==> src/rtl/tpg_pkg.sv <==
package tpg_pkg;

    // Source selected for the current bit
    typedef enum logic [2:0] {
        SRC_ONES = 3'd0,
        SRC_ALT  = 3'd1,
        SRC_PRBS = 3'd2,
        SRC_LOOP = 3'd3,
        SRC_DATA = 3'd4
    } src_e;

    // One line symbol on the two rails
    typedef struct packed {
        logic pos;
        logic neg;
    } rail_t;

    localparam int PRBS_W   = 20;
    localparam int E1_TAP_A = 14;
    localparam int E1_TAP_B = 13;
    localparam int T1_TAP_A = 19;
    localparam int T1_TAP_B = 16;

    function automatic logic prbs_out(input logic [PRBS_W-1:0] s, input logic e1);
        return e1 ? s[E1_TAP_A] : s[T1_TAP_A];
    endfunction

    function automatic logic [PRBS_W-1:0] prbs_next(input logic [PRBS_W-1:0] s,
                                                    input logic e1);
        logic fb;
        fb = e1 ? (s[E1_TAP_A] ^ s[E1_TAP_B]) : (s[T1_TAP_A] ^ s[T1_TAP_B]);
        return {s[PRBS_W-2:0], fb};
    endfunction

endpackage

==> src/rtl/tpg_edge.sv <==
module tpg_edge #(
    parameter int N = 2
) (
    input  logic         clk,
    input  logic         rst,
    input  logic [N-1:0] req,
    output logic [N-1:0] rise
);
    logic [N-1:0] prev_q;

    for (genvar i = 0; i < N; i++) begin : g_lane
        // During reset the history tracks the request so no edge is seen at release
        always_ff @(posedge clk) begin
            if (rst) prev_q[i] <= req[i];
            else     prev_q[i] <= req[i];
        end
        assign rise[i] = req[i] & ~prev_q[i];
    end
endmodule

==> src/rtl/tpg_source.sv <==
module tpg_source
    import tpg_pkg::*;
#(
    parameter  int CODE_W = 8,
    localparam int LEN_W  = $clog2(CODE_W)
) (
    input  logic              clk,
    input  logic              rst,
    input  logic              e1_mode,
    input  logic              tx_enable,
    input  logic              auto_ones_en,
    input  logic              carrier_loss,
    input  logic              rx_all_ones,
    input  logic              alt_en,
    input  logic              prbs_en,
    input  logic              loop_en,
    input  logic [CODE_W-1:0] loop_code,
    input  logic [LEN_W-1:0]  loop_len,
    input  logic              data_in,
    output logic              bit_o
);
    src_e              sel;
    logic              alarm;
    logic              alt_q;
    logic [PRBS_W-1:0] lfsr_q;
    logic [LEN_W-1:0]  cnt_q;
    logic [LEN_W-1:0]  idx;

    assign alarm = auto_ones_en & (carrier_loss | rx_all_ones);
    assign idx   = loop_len - cnt_q;

    always_comb begin
        if (!tx_enable || alarm) sel = SRC_ONES;
        else if (alt_en)         sel = SRC_ALT;
        else if (prbs_en)        sel = SRC_PRBS;
        else if (loop_en)        sel = SRC_LOOP;
        else                     sel = SRC_DATA;
    end

    always_comb begin
        unique case (sel)
            SRC_ONES: bit_o = 1'b1;
            SRC_ALT:  bit_o = alt_q;
            SRC_PRBS: bit_o = prbs_out(lfsr_q, e1_mode);
            SRC_LOOP: bit_o = loop_code[idx];
            default:  bit_o = data_in;
        endcase
    end

    // Each generator advances only while it drives the line
    always_ff @(posedge clk) begin
        if (rst) begin
            alt_q  <= 1'b1;
            lfsr_q <= '1;
            cnt_q  <= '0;
        end else begin
            unique case (sel)
                SRC_ALT:  alt_q  <= ~alt_q;
                SRC_PRBS: lfsr_q <= prbs_next(lfsr_q, e1_mode);
                SRC_LOOP: cnt_q  <= (cnt_q >= loop_len) ? '0 : cnt_q + 1'b1;
                default: ;
            endcase
        end
    end
endmodule

==> src/rtl/tpg_ami.sv <==
module tpg_ami
    import tpg_pkg::*;
#(
    parameter  int RUN_LEN = 3,
    localparam int RUN_W   = $clog2(RUN_LEN)
) (
    input  logic clk,
    input  logic rst,
    input  logic bit_i,
    input  logic bpv_pulse,
    output logic tx_pos,
    output logic tx_neg
);
    rail_t            rail_q;
    logic             last_pos_q;
    logic             armed_q;
    logic [RUN_W-1:0] run_q;
    logic             viol;
    logic             pol;

    // Violation fires on the last one of the run while armed
    assign viol = armed_q & bit_i & (run_q == RUN_W'(RUN_LEN - 1));
    assign pol  = viol ? last_pos_q : ~last_pos_q;

    always_ff @(posedge clk) begin
        if (rst) begin
            rail_q     <= '0;
            last_pos_q <= 1'b0;
        end else if (bit_i) begin
            rail_q.pos <= pol;
            rail_q.neg <= ~pol;
            last_pos_q <= pol;
        end else begin
            rail_q     <= '0;
        end
    end

    always_ff @(posedge clk) begin
        if (rst) begin
            armed_q <= 1'b0;
            run_q   <= '0;
        end else if (armed_q) begin
            if (viol) begin
                armed_q <= 1'b0;
                run_q   <= '0;
            end else begin
                run_q   <= bit_i ? run_q + 1'b1 : '0;
            end
        end else if (bpv_pulse) begin
            armed_q <= 1'b1;
            run_q   <= '0;
        end
    end

    assign tx_pos = rail_q.pos;
    assign tx_neg = rail_q.neg;
endmodule

==> src/rtl/t1e1_tx_patgen.sv <==
module t1e1_tx_patgen
    import tpg_pkg::*;
#(
    parameter  int CODE_W  = 8,
    parameter  int RUN_LEN = 3,
    localparam int LEN_W   = $clog2(CODE_W)
) (
    input  logic              clk,
    input  logic              rst,
    input  logic              e1_mode,
    input  logic              tx_enable,
    input  logic              auto_ones_en,
    input  logic              carrier_loss,
    input  logic              rx_all_ones,
    input  logic              alt_en,
    input  logic              prbs_en,
    input  logic              loop_en,
    input  logic [CODE_W-1:0] loop_code,
    input  logic [LEN_W-1:0]  loop_len,
    input  logic              data_in,
    input  logic              err_req,
    input  logic              bpv_req,
    output logic              tx_pos,
    output logic              tx_neg
);
    localparam int REQ_N = 2;

    logic [REQ_N-1:0] req_rise;
    logic             src_bit;
    logic             line_bit;

    tpg_edge #(.N(REQ_N)) u_edge (
        .clk  (clk),
        .rst  (rst),
        .req  ({bpv_req, err_req}),
        .rise (req_rise)
    );

    tpg_source #(.CODE_W(CODE_W)) u_src (
        .clk          (clk),
        .rst          (rst),
        .e1_mode      (e1_mode),
        .tx_enable    (tx_enable),
        .auto_ones_en (auto_ones_en),
        .carrier_loss (carrier_loss),
        .rx_all_ones  (rx_all_ones),
        .alt_en       (alt_en),
        .prbs_en      (prbs_en),
        .loop_en      (loop_en),
        .loop_code    (loop_code),
        .loop_len     (loop_len),
        .data_in      (data_in),
        .bit_o        (src_bit)
    );

    // Single bit error applied to whichever source is on the line
    assign line_bit = src_bit ^ req_rise[0];

    tpg_ami #(.RUN_LEN(RUN_LEN)) u_ami (
        .clk       (clk),
        .rst       (rst),
        .bit_i     (line_bit),
        .bpv_pulse (req_rise[1]),
        .tx_pos    (tx_pos),
        .tx_neg    (tx_neg)
    );
endmodule

==> config.mk <==
export PLATFORM = sky130hd
export DESIGN_NAME = t1e1_tx_patgen
export DESIGN_NICKNAME = d
export VERILOG_FILES = /design/src/rtl/tpg_pkg.sv /design/src/rtl/tpg_edge.sv /design/src/rtl/tpg_source.sv /design/src/rtl/tpg_ami.sv /design/src/rtl/t1e1_tx_patgen.sv
export SDC_FILE = /design/constraint.sdc
export NUM_CORES = 1
export LEC_CHECK = 0
export ABC_AREA = 1
export BUFFER_PORTS_ARGS = -buffer_cell sky130_fd_sc_hd__buf_2
export CAP_MARGIN = 20
export CORE_ASPECT_RATIO = 0.7
export CORE_MARGIN = 4
export CORE_UTILIZATION = 45
export DETAILED_ROUTE_END_ITERATION = 10
export PLACE_DENSITY_LB_ADDON = 0.05
export SYNTH_ARGS = -nofsm -noshare
export SYNTH_HDL_FRONTEND = slang
export SYNTH_SLANG_ARGS = --single-unit
==> constraint.sdc <==
create_clock -name clk -period 2.6 [get_ports clk]
set_input_delay 0.52 -clock clk [delete_from_list [all_inputs] [get_ports clk]]
set_output_delay 0.52 -clock clk [all_outputs]
set_load 0.02 [all_outputs]
After elaboration in Yosys (flattened, before gate mapping)

Index checks and enable logic that the tools add are counted.
Widths: inputs -> output; s select.

$add $sub $neg: 3
Magnitude comparators: 2
Eq/ne operators: 4
Multiplexer cells: 18
Bitwise logic cells: 15
Reduce and logical (&&, ||, !) cells: 5

Operator list:

| kind                | count |
|---|---|
| $mux 3              | 5 |
| $mux 2              | 4 |
| $mux 1              | 7 |
| $eq 3x2->1 const B  | 2 |
| $not 1->1           | 6 |
| $and 1x1->1         | 5 |
| $lt 3x4->1 const B  | 1 |
| $pmux 1 s4          | 1 |
| $add 3x1->3 const B | 1 |
| $bmux 1 s3          | 1 |
| $eq 3x1->1 const B  | 1 |
| $ge 3x3->1          | 1 |
| $logic_not 3->1     | 1 |
| $sub 3x3->3         | 1 |
| $xor 1x1->1         | 3 |
| $add 2x1->2 const B | 1 |
| $eq 2x2->1 const B  | 1 |
| $reduce_bool 2->1   | 1 |
| $reduce_or 2->1     | 1 |
| $logic_not 1->1     | 1 |
| $logic_or 1x1->1    | 1 |
| $or 1x1->1          | 1 |

Flip-flop bits (word level): 32

Longest topological paths before layout

Word-level depth: 11
Gate-level depth with buffers: 18

Hierarchy

A second synthesis with hierarchy kept.

Cell total of the unflattened synthesis: 222
Area total of the unflattened synthesis: 1,550.2 µm²

By module, submodules not included:

| module         | times used | cells each | area an instance (µm²) | sequential area each (µm²) |
|---|---|---|---|---|
| tpg_source     | 1          | 178        | 1,226.2                | 480.5 |
| tpg_ami        | 1          | 33         | 245.2                  | 120.1 |
| tpg_edge       | 1          | 6          | 60.1                   | 40.0 |
| t1e1_tx_patgen | 1          | 5          | 18.8                   | 0.0 |

Worst setup path before layout

OpenSTA, ideal clock, no wires.

Path kind: input -> register
Start: input loop_len[0]
End: register u_ami.last_pos_q
Setup time: 0.115 ns
Data arrival time: 2.055 ns
Path slack: 0.430 ns
Cell stages on the path: 16
Path buffers: 0
Cell sequence: inv_1 > ha_1 > inv_1 > fa_1 > inv_1 > nand3_1 > nand3_1 > nand2_1 > nand2_1 > nand3_2 > nand2_1 > nand2_2 > nand2_4 > nand4_1 > nand3_1 > nand2_1

Word-level cells in the longest chain between the ends: 8

Ends and longest elaborated chain:

| item                           | line                 | text |
|---|---|---|
| start, declared                | t1e1_tx_patgen.sv:19 | `input logic [LEN_W-1:0] loop_len,` |
| $sub 3x3->3 *                  | tpg_source.sv:30     | `assign idx = loop_len - cnt_q;` |
| $bmux 1 s3 *                   | tpg_source.sv:45     | `SRC_LOOP: bit_o = loop_code[idx];` |
| $mux 1 (not written as such) * | tpg_source.sv:45     |  |
| $pmux 1 s4 *                   | tpg_source.sv:41     | `unique case (sel)` |
| $xor 1x1->1 *                  | t1e1_tx_patgen.sv:57 | `assign line_bit = src_bit ^ req_rise[0];` |
| $and 1x1->1 (2 in series)      | tpg_ami.sv:22        | `assign viol = armed_q & bit_i & (run_q == RUN_W'(RUN_LEN - 1));` |
| $mux 1                         | tpg_ami.sv:23        | `assign pol = viol ? last_pos_q : ~last_pos_q;` |
| end signal, assigned           | tpg_ami.sv:32        | `last_pos_q <= pol;` |
| end, declared                  | tpg_ami.sv:15        | `logic last_pos_q;` |

Mark *: on every way between the ends. The rest lies on a longest branch, timed or not. The select of a mux whose other input is x is not followed.
A chain may end at the register's enable or synchronous reset.

Worst setup path in the final report

Start: register u_src.cnt_q[0]
End: register u_ami.last_pos_q

Word-level cells in the longest chain between the ends: 8

Ends and longest elaborated chain:

| item                           | line                 | text |
|---|---|---|
| start, declared                | tpg_source.sv:26     | `logic [LEN_W-1:0] cnt_q;` |
| start signal, assigned         | tpg_source.sv:60     | `SRC_LOOP: cnt_q <= (cnt_q >= loop_len) ? '0 : cnt_q + 1'b1;` |
| $sub 3x3->3 *                  | tpg_source.sv:30     |  |
| $bmux 1 s3 *                   | tpg_source.sv:45     |  |
| $mux 1 (not written as such) * | tpg_source.sv:45     |  |
| $pmux 1 s4 *                   | tpg_source.sv:41     |  |
| $xor 1x1->1 *                  | t1e1_tx_patgen.sv:57 |  |
| $and 1x1->1 (2 in series)      | tpg_ami.sv:22        |  |
| $mux 1                         | tpg_ami.sv:23        |  |

Marks and branches as above.

==> summary by stage <==
Run status
The run finished with clean final reports.

Setup path
For flop-to-flop paths, the worst setup slack is 0.40 ns. The required time reported for the critical path endpoint is 2.77 ns. The cell count of the worst reg-to-reg path is 15. STA classifies the critical path endpoint as a flip-flop. The setup path with the least slack is of type flip-flop to flip-flop.

Along the worst path, the maximum fanout reaches 5. The startpoint identified for the worst register-to-register timing path is u_src.cnt_q[0]. The destination of the worst register-to-register timing path is u_ami.last_pos_q. The critical path launch point type is a flip-flop.

The worst path arrival time is 2.37 ns.

Timing
The total count of hold-check failures in the final report is 0. The highest clock rate is 454.3 MHz. In this run the tightest slew margin relative to its limit is 54.85%. The transition time at the pin with the least slew margin is 0.6764 ns.

Setup repair after global routing left no endpoint under its margin. The clock period could shrink to 2.201 ns. The post-route setup TNS is 0 ns. The total setup violations reported at the end of the flow is 0. The worst clock skew on the final layout is 0.003743 ns.

The worst path setup slack after routing is 0.3987 ns. The final hold slack is 0.3624 ns. Dividing the final minimum period by the clock period gives 84.66%. The count of pins over their slew limit is 0.

Floorplan
The floorplan row count is 17. The placeable core region is 3169 um^2. Once the floorplan was initialized, standard cells occupied 47.45% of the core. The die is 56.37 um tall.

The die covers 4346 um^2. 26 I/O pins were placed. In this run the horizontal extent of the chip is 77.10 um.

Synth
The post-synthesis compound-gate area fraction is 5.574%. The post-synthesis instance area is 1504 um^2. The adder-cell share of the synthesized area is 5.491%.

The number of enable flip-flop cells after synthesis is 0. The cell type contributing the most total cell area after synthesis is sky130_fd_sc_hd__dfxtp_1. After synthesis, the cell types taking the most area are sky130_fd_sc_hd__dfxtp_1, sky130_fd_sc_hd__nand2_1, sky130_fd_sc_hd__nand3_1. The number of warning messages in the yosys log is 0.

The synthesized area per cell is 7.162 um^2. Summed over its instances, the top area cell type makes up 42.60% of the synthesized netlist area. The total nets after synthesis is 240. Yosys mapped the design onto 26 distinct sky130hd cell types. After synthesis the netlist holds a flip-flop and latch count of 32. The share of the yosys chip area belonging to registers is 42.60%. After synthesis, the largest family of logic cells by area is simple AND/OR/NAND/NOR gates.

The post-synthesis cell count is 210. The dominant synthesized flop cell is sky130_fd_sc_hd__dfxtp_1. Of the total synthesized cell area, the portion taken by XOR and XNOR cells is 1.747%.

Of the total synthesized cell area, the portion taken by AND, OR, NAND and NOR gates is 37.02%. The share of cell area taken by muxes after synthesis is 0%. The proportion of register bits with asynchronous set or reset after synthesis is 0%.

Place
The global placer's final weighted congestion is 0.8621. Summing all placed instances gives a cell area of 1664 um^2. The count of buffers added on input and output ports is 25.

The half-perimeter wire length after detailed placement is 2.185 mm. Before CTS, the worst setup slack after placement is 0.1749 ns. After detailed placement, the design holds a cell count of 269.

Pwr
The overall power after layout is 1.195 mW. Summed over all cells, the static leakage comes to 0.9189 nW. For this design the ratio of total power to cell area is 667.2 nW/um^2. VDD sags by at most 0.0003199 V.

Flow run
The count of max-cap constraint violations is 0.

GRT
The via count of the first global-routing pass was 1226. The first global-routing pass estimated 5.092 mm of wire. The number of antenna violations at the first check in global routing came to 0. The total overflow left after global routing is 0. The combined global-route utilization of all metal layers is 14.52%. Entering global routing, the biggest net connects 23 pins.

Detailed routing
The first detailed-routing pass took 4 iterations. The number of vias in the routed layout is 1335. The DRC violation count after routing is 0. The routed wire length per instance is 10.61 um. Summed over all layers, the routed wires come to 2.940 mm.

The violation count after the first detailed-routing iteration is 41. Once detail routing completed, the nets flagged for antenna violations numbered 0. The vias per cell is 4.819.

Cells and area
Of the cells placed in the final design, the portion with a size suffix greater than 1 is 19.25%. Compared with the post-synthesis result, the final layout area differs by 19.05%. The final cell area excluding filler cells is 1790 um^2. Once layout is complete, the utilization of the core stands at 56.49%. Leaving out filler cells and counting taps, the final layout contains 277. 0 antenna diodes ended up in the layout. The final layout contains 268 nets.

Clocking
Once the clock tree was built, the setup fixing pass inserted 0 buffers. The buffer type at the clock tree root is sky130_fd_sc_hd__clkbuf_8. The total of cells resized after clock tree synthesis is 0.

TritonCTS built the clock tree. The clock input transition at the sequential cells of the worst setup and hold paths is 0.06 ns. The level count of the clock H-tree is 2. The number of buffers inserted by hold repair at cts is 0. TritonCTS created 5 clock buffers.

The clock passes through at most 2 buffers. The clock sink total is 32. The clock reaches the later pin of the worst-skew pair after 0.28 ns.

Min path
The worst hold path begins at bpv_req. The path class of the tightest hold or removal check is input port to flip-flop. The path with the worst hold slack has its endpoint at u_edge.prev_q[1]. The instance count along the most critical hold path is 1.
state kept, by name, indices dropped and copies added, names as in the netlist:
| register | flops |
|---|---|
| u_ami.run_q | 2 |
| u_src.lfsr_q | 20 |
| u_ami.armed_q | 1 |
| u_src.alt_q | 1 |
| u_src.cnt_q | 3 |
| u_ami.last_pos_q | 1 |
| u_ami.tx_pos | 1 |
| u_edge.prev_q | 2 |
| u_ami.tx_neg | 1 |
Yosys cell counts (2+ instances only):
cell and number:
sky130_fd_sc_hd__a21oi_1 6, sky130_fd_sc_hd__clkbuf_1 4, sky130_fd_sc_hd__dfxtp_1 32, sky130_fd_sc_hd__ha_1 5, sky130_fd_sc_hd__inv_1 22, sky130_fd_sc_hd__inv_2 3, sky130_fd_sc_hd__nand2_1 68, sky130_fd_sc_hd__nand3_1 32
sky130_fd_sc_hd__nand3_2 4, sky130_fd_sc_hd__nor2_1 11, sky130_fd_sc_hd__nor2_2 2, sky130_fd_sc_hd__nor3_1 2, sky130_fd_sc_hd__o21ai_0 5, sky130_fd_sc_hd__xnor2_1 2
power breakdown:
part | internal [mW] | switching [mW]
Sequential | 0.518 | 0.0159
Clock | 0.338 | 0.175
Combinational | 0.0592 | 0.0884
cells in the final DEF, fill, tap and decap left out, types with 2 or more instances in the layout:
| cell type | count |
|---|---|
| sky130_fd_sc_hd__ha_1 | 5 |
| sky130_fd_sc_hd__clkbuf_8 | 7 |
| sky130_fd_sc_hd__inv_2 | 3 |
| sky130_fd_sc_hd__buf_2 | 25 |
| sky130_fd_sc_hd__dfxtp_1 | 32 |
| sky130_fd_sc_hd__nand2_1 | 68 |
| sky130_fd_sc_hd__nor2_2 | 2 |
| sky130_fd_sc_hd__nor2_1 | 11 |
| sky130_fd_sc_hd__nand3_2 | 4 |
| sky130_fd_sc_hd__inv_1 | 22 |
| sky130_fd_sc_hd__a21oi_1 | 6 |
| sky130_fd_sc_hd__o21ai_0 | 5 |
| sky130_fd_sc_hd__xnor2_1 | 2 |
| sky130_fd_sc_hd__nand3_1 | 32 |
| sky130_fd_sc_hd__nor3_1 | 2 |
kinds of logic after synthesis:
logic type / Yosys count
AOI/OAI and AO/OA: 15
and+or+nand+nor: 124
adders and majority gates: 6
xor gates and xnor gates: 3
DFF: 32
buffers and inverters: 30
how the worst max path moves through the flow:
stage | startpoint | end | slack, ns
2_1_floorplan | loop_len[0] | u_ami.last_pos_q | 0.43
3_5_place_dp | loop_len[0] | u_ami.last_pos_q | 0.17
4_1_cts | u_src.cnt_q[0] | u_ami.last_pos_q | 0.39
6_report | u_src.cnt_q[0] | u_ami.last_pos_q | 0.40
3_3_place_gp | loop_len[0] | u_ami.last_pos_q | 0.26
5_1_grt | u_src.cnt_q[0] | u_ami.last_pos_q | 0.17
area by class of cell:
class | count | area [um^2]
Sequential cell | 32 | 640.6
Inverter | 25 | 93.84
Clock buffer | 7 | 96.34
Clock inverter | 1 | 30.03
Multi-Input combinational cell | 148 | 749.5
Tap cell | 38 | 47.55
Timing Repair Buffer | 26 | 132.6
Fill cell | 323 | 1379
worst max-delay path, stage by stage (launching register included):
cell and delay (ns):
sky130_fd_sc_hd__dfxtp_1 0.39, sky130_fd_sc_hd__ha_1 0.17, sky130_fd_sc_hd__inv_1 0.05, sky130_fd_sc_hd__fa_1 0.47, sky130_fd_sc_hd__inv_1 0.09, sky130_fd_sc_hd__nand3_1 0.08, sky130_fd_sc_hd__nand3_1 0.09, sky130_fd_sc_hd__nand2_1 0.07
sky130_fd_sc_hd__nand2_1 0.07, sky130_fd_sc_hd__nand3_2 0.07, sky130_fd_sc_hd__nand2_1 0.08, sky130_fd_sc_hd__nand2_2 0.06, sky130_fd_sc_hd__nand2_4 0.09, sky130_fd_sc_hd__nand4_1 0.12, sky130_fd_sc_hd__nand3_1 0.13, sky130_fd_sc_hd__nand2_1 0.06
per-layer routing:
metal,wire length (um),track usage (%),up-vias
li1,-,-,724
met1,1494,18.59,588
met2,1279,22.21,20
met3,140,5.449,3
met4,26,5.584,0
met5,0,0,-
No activity file was read; power rests on OpenSTA's default activity.
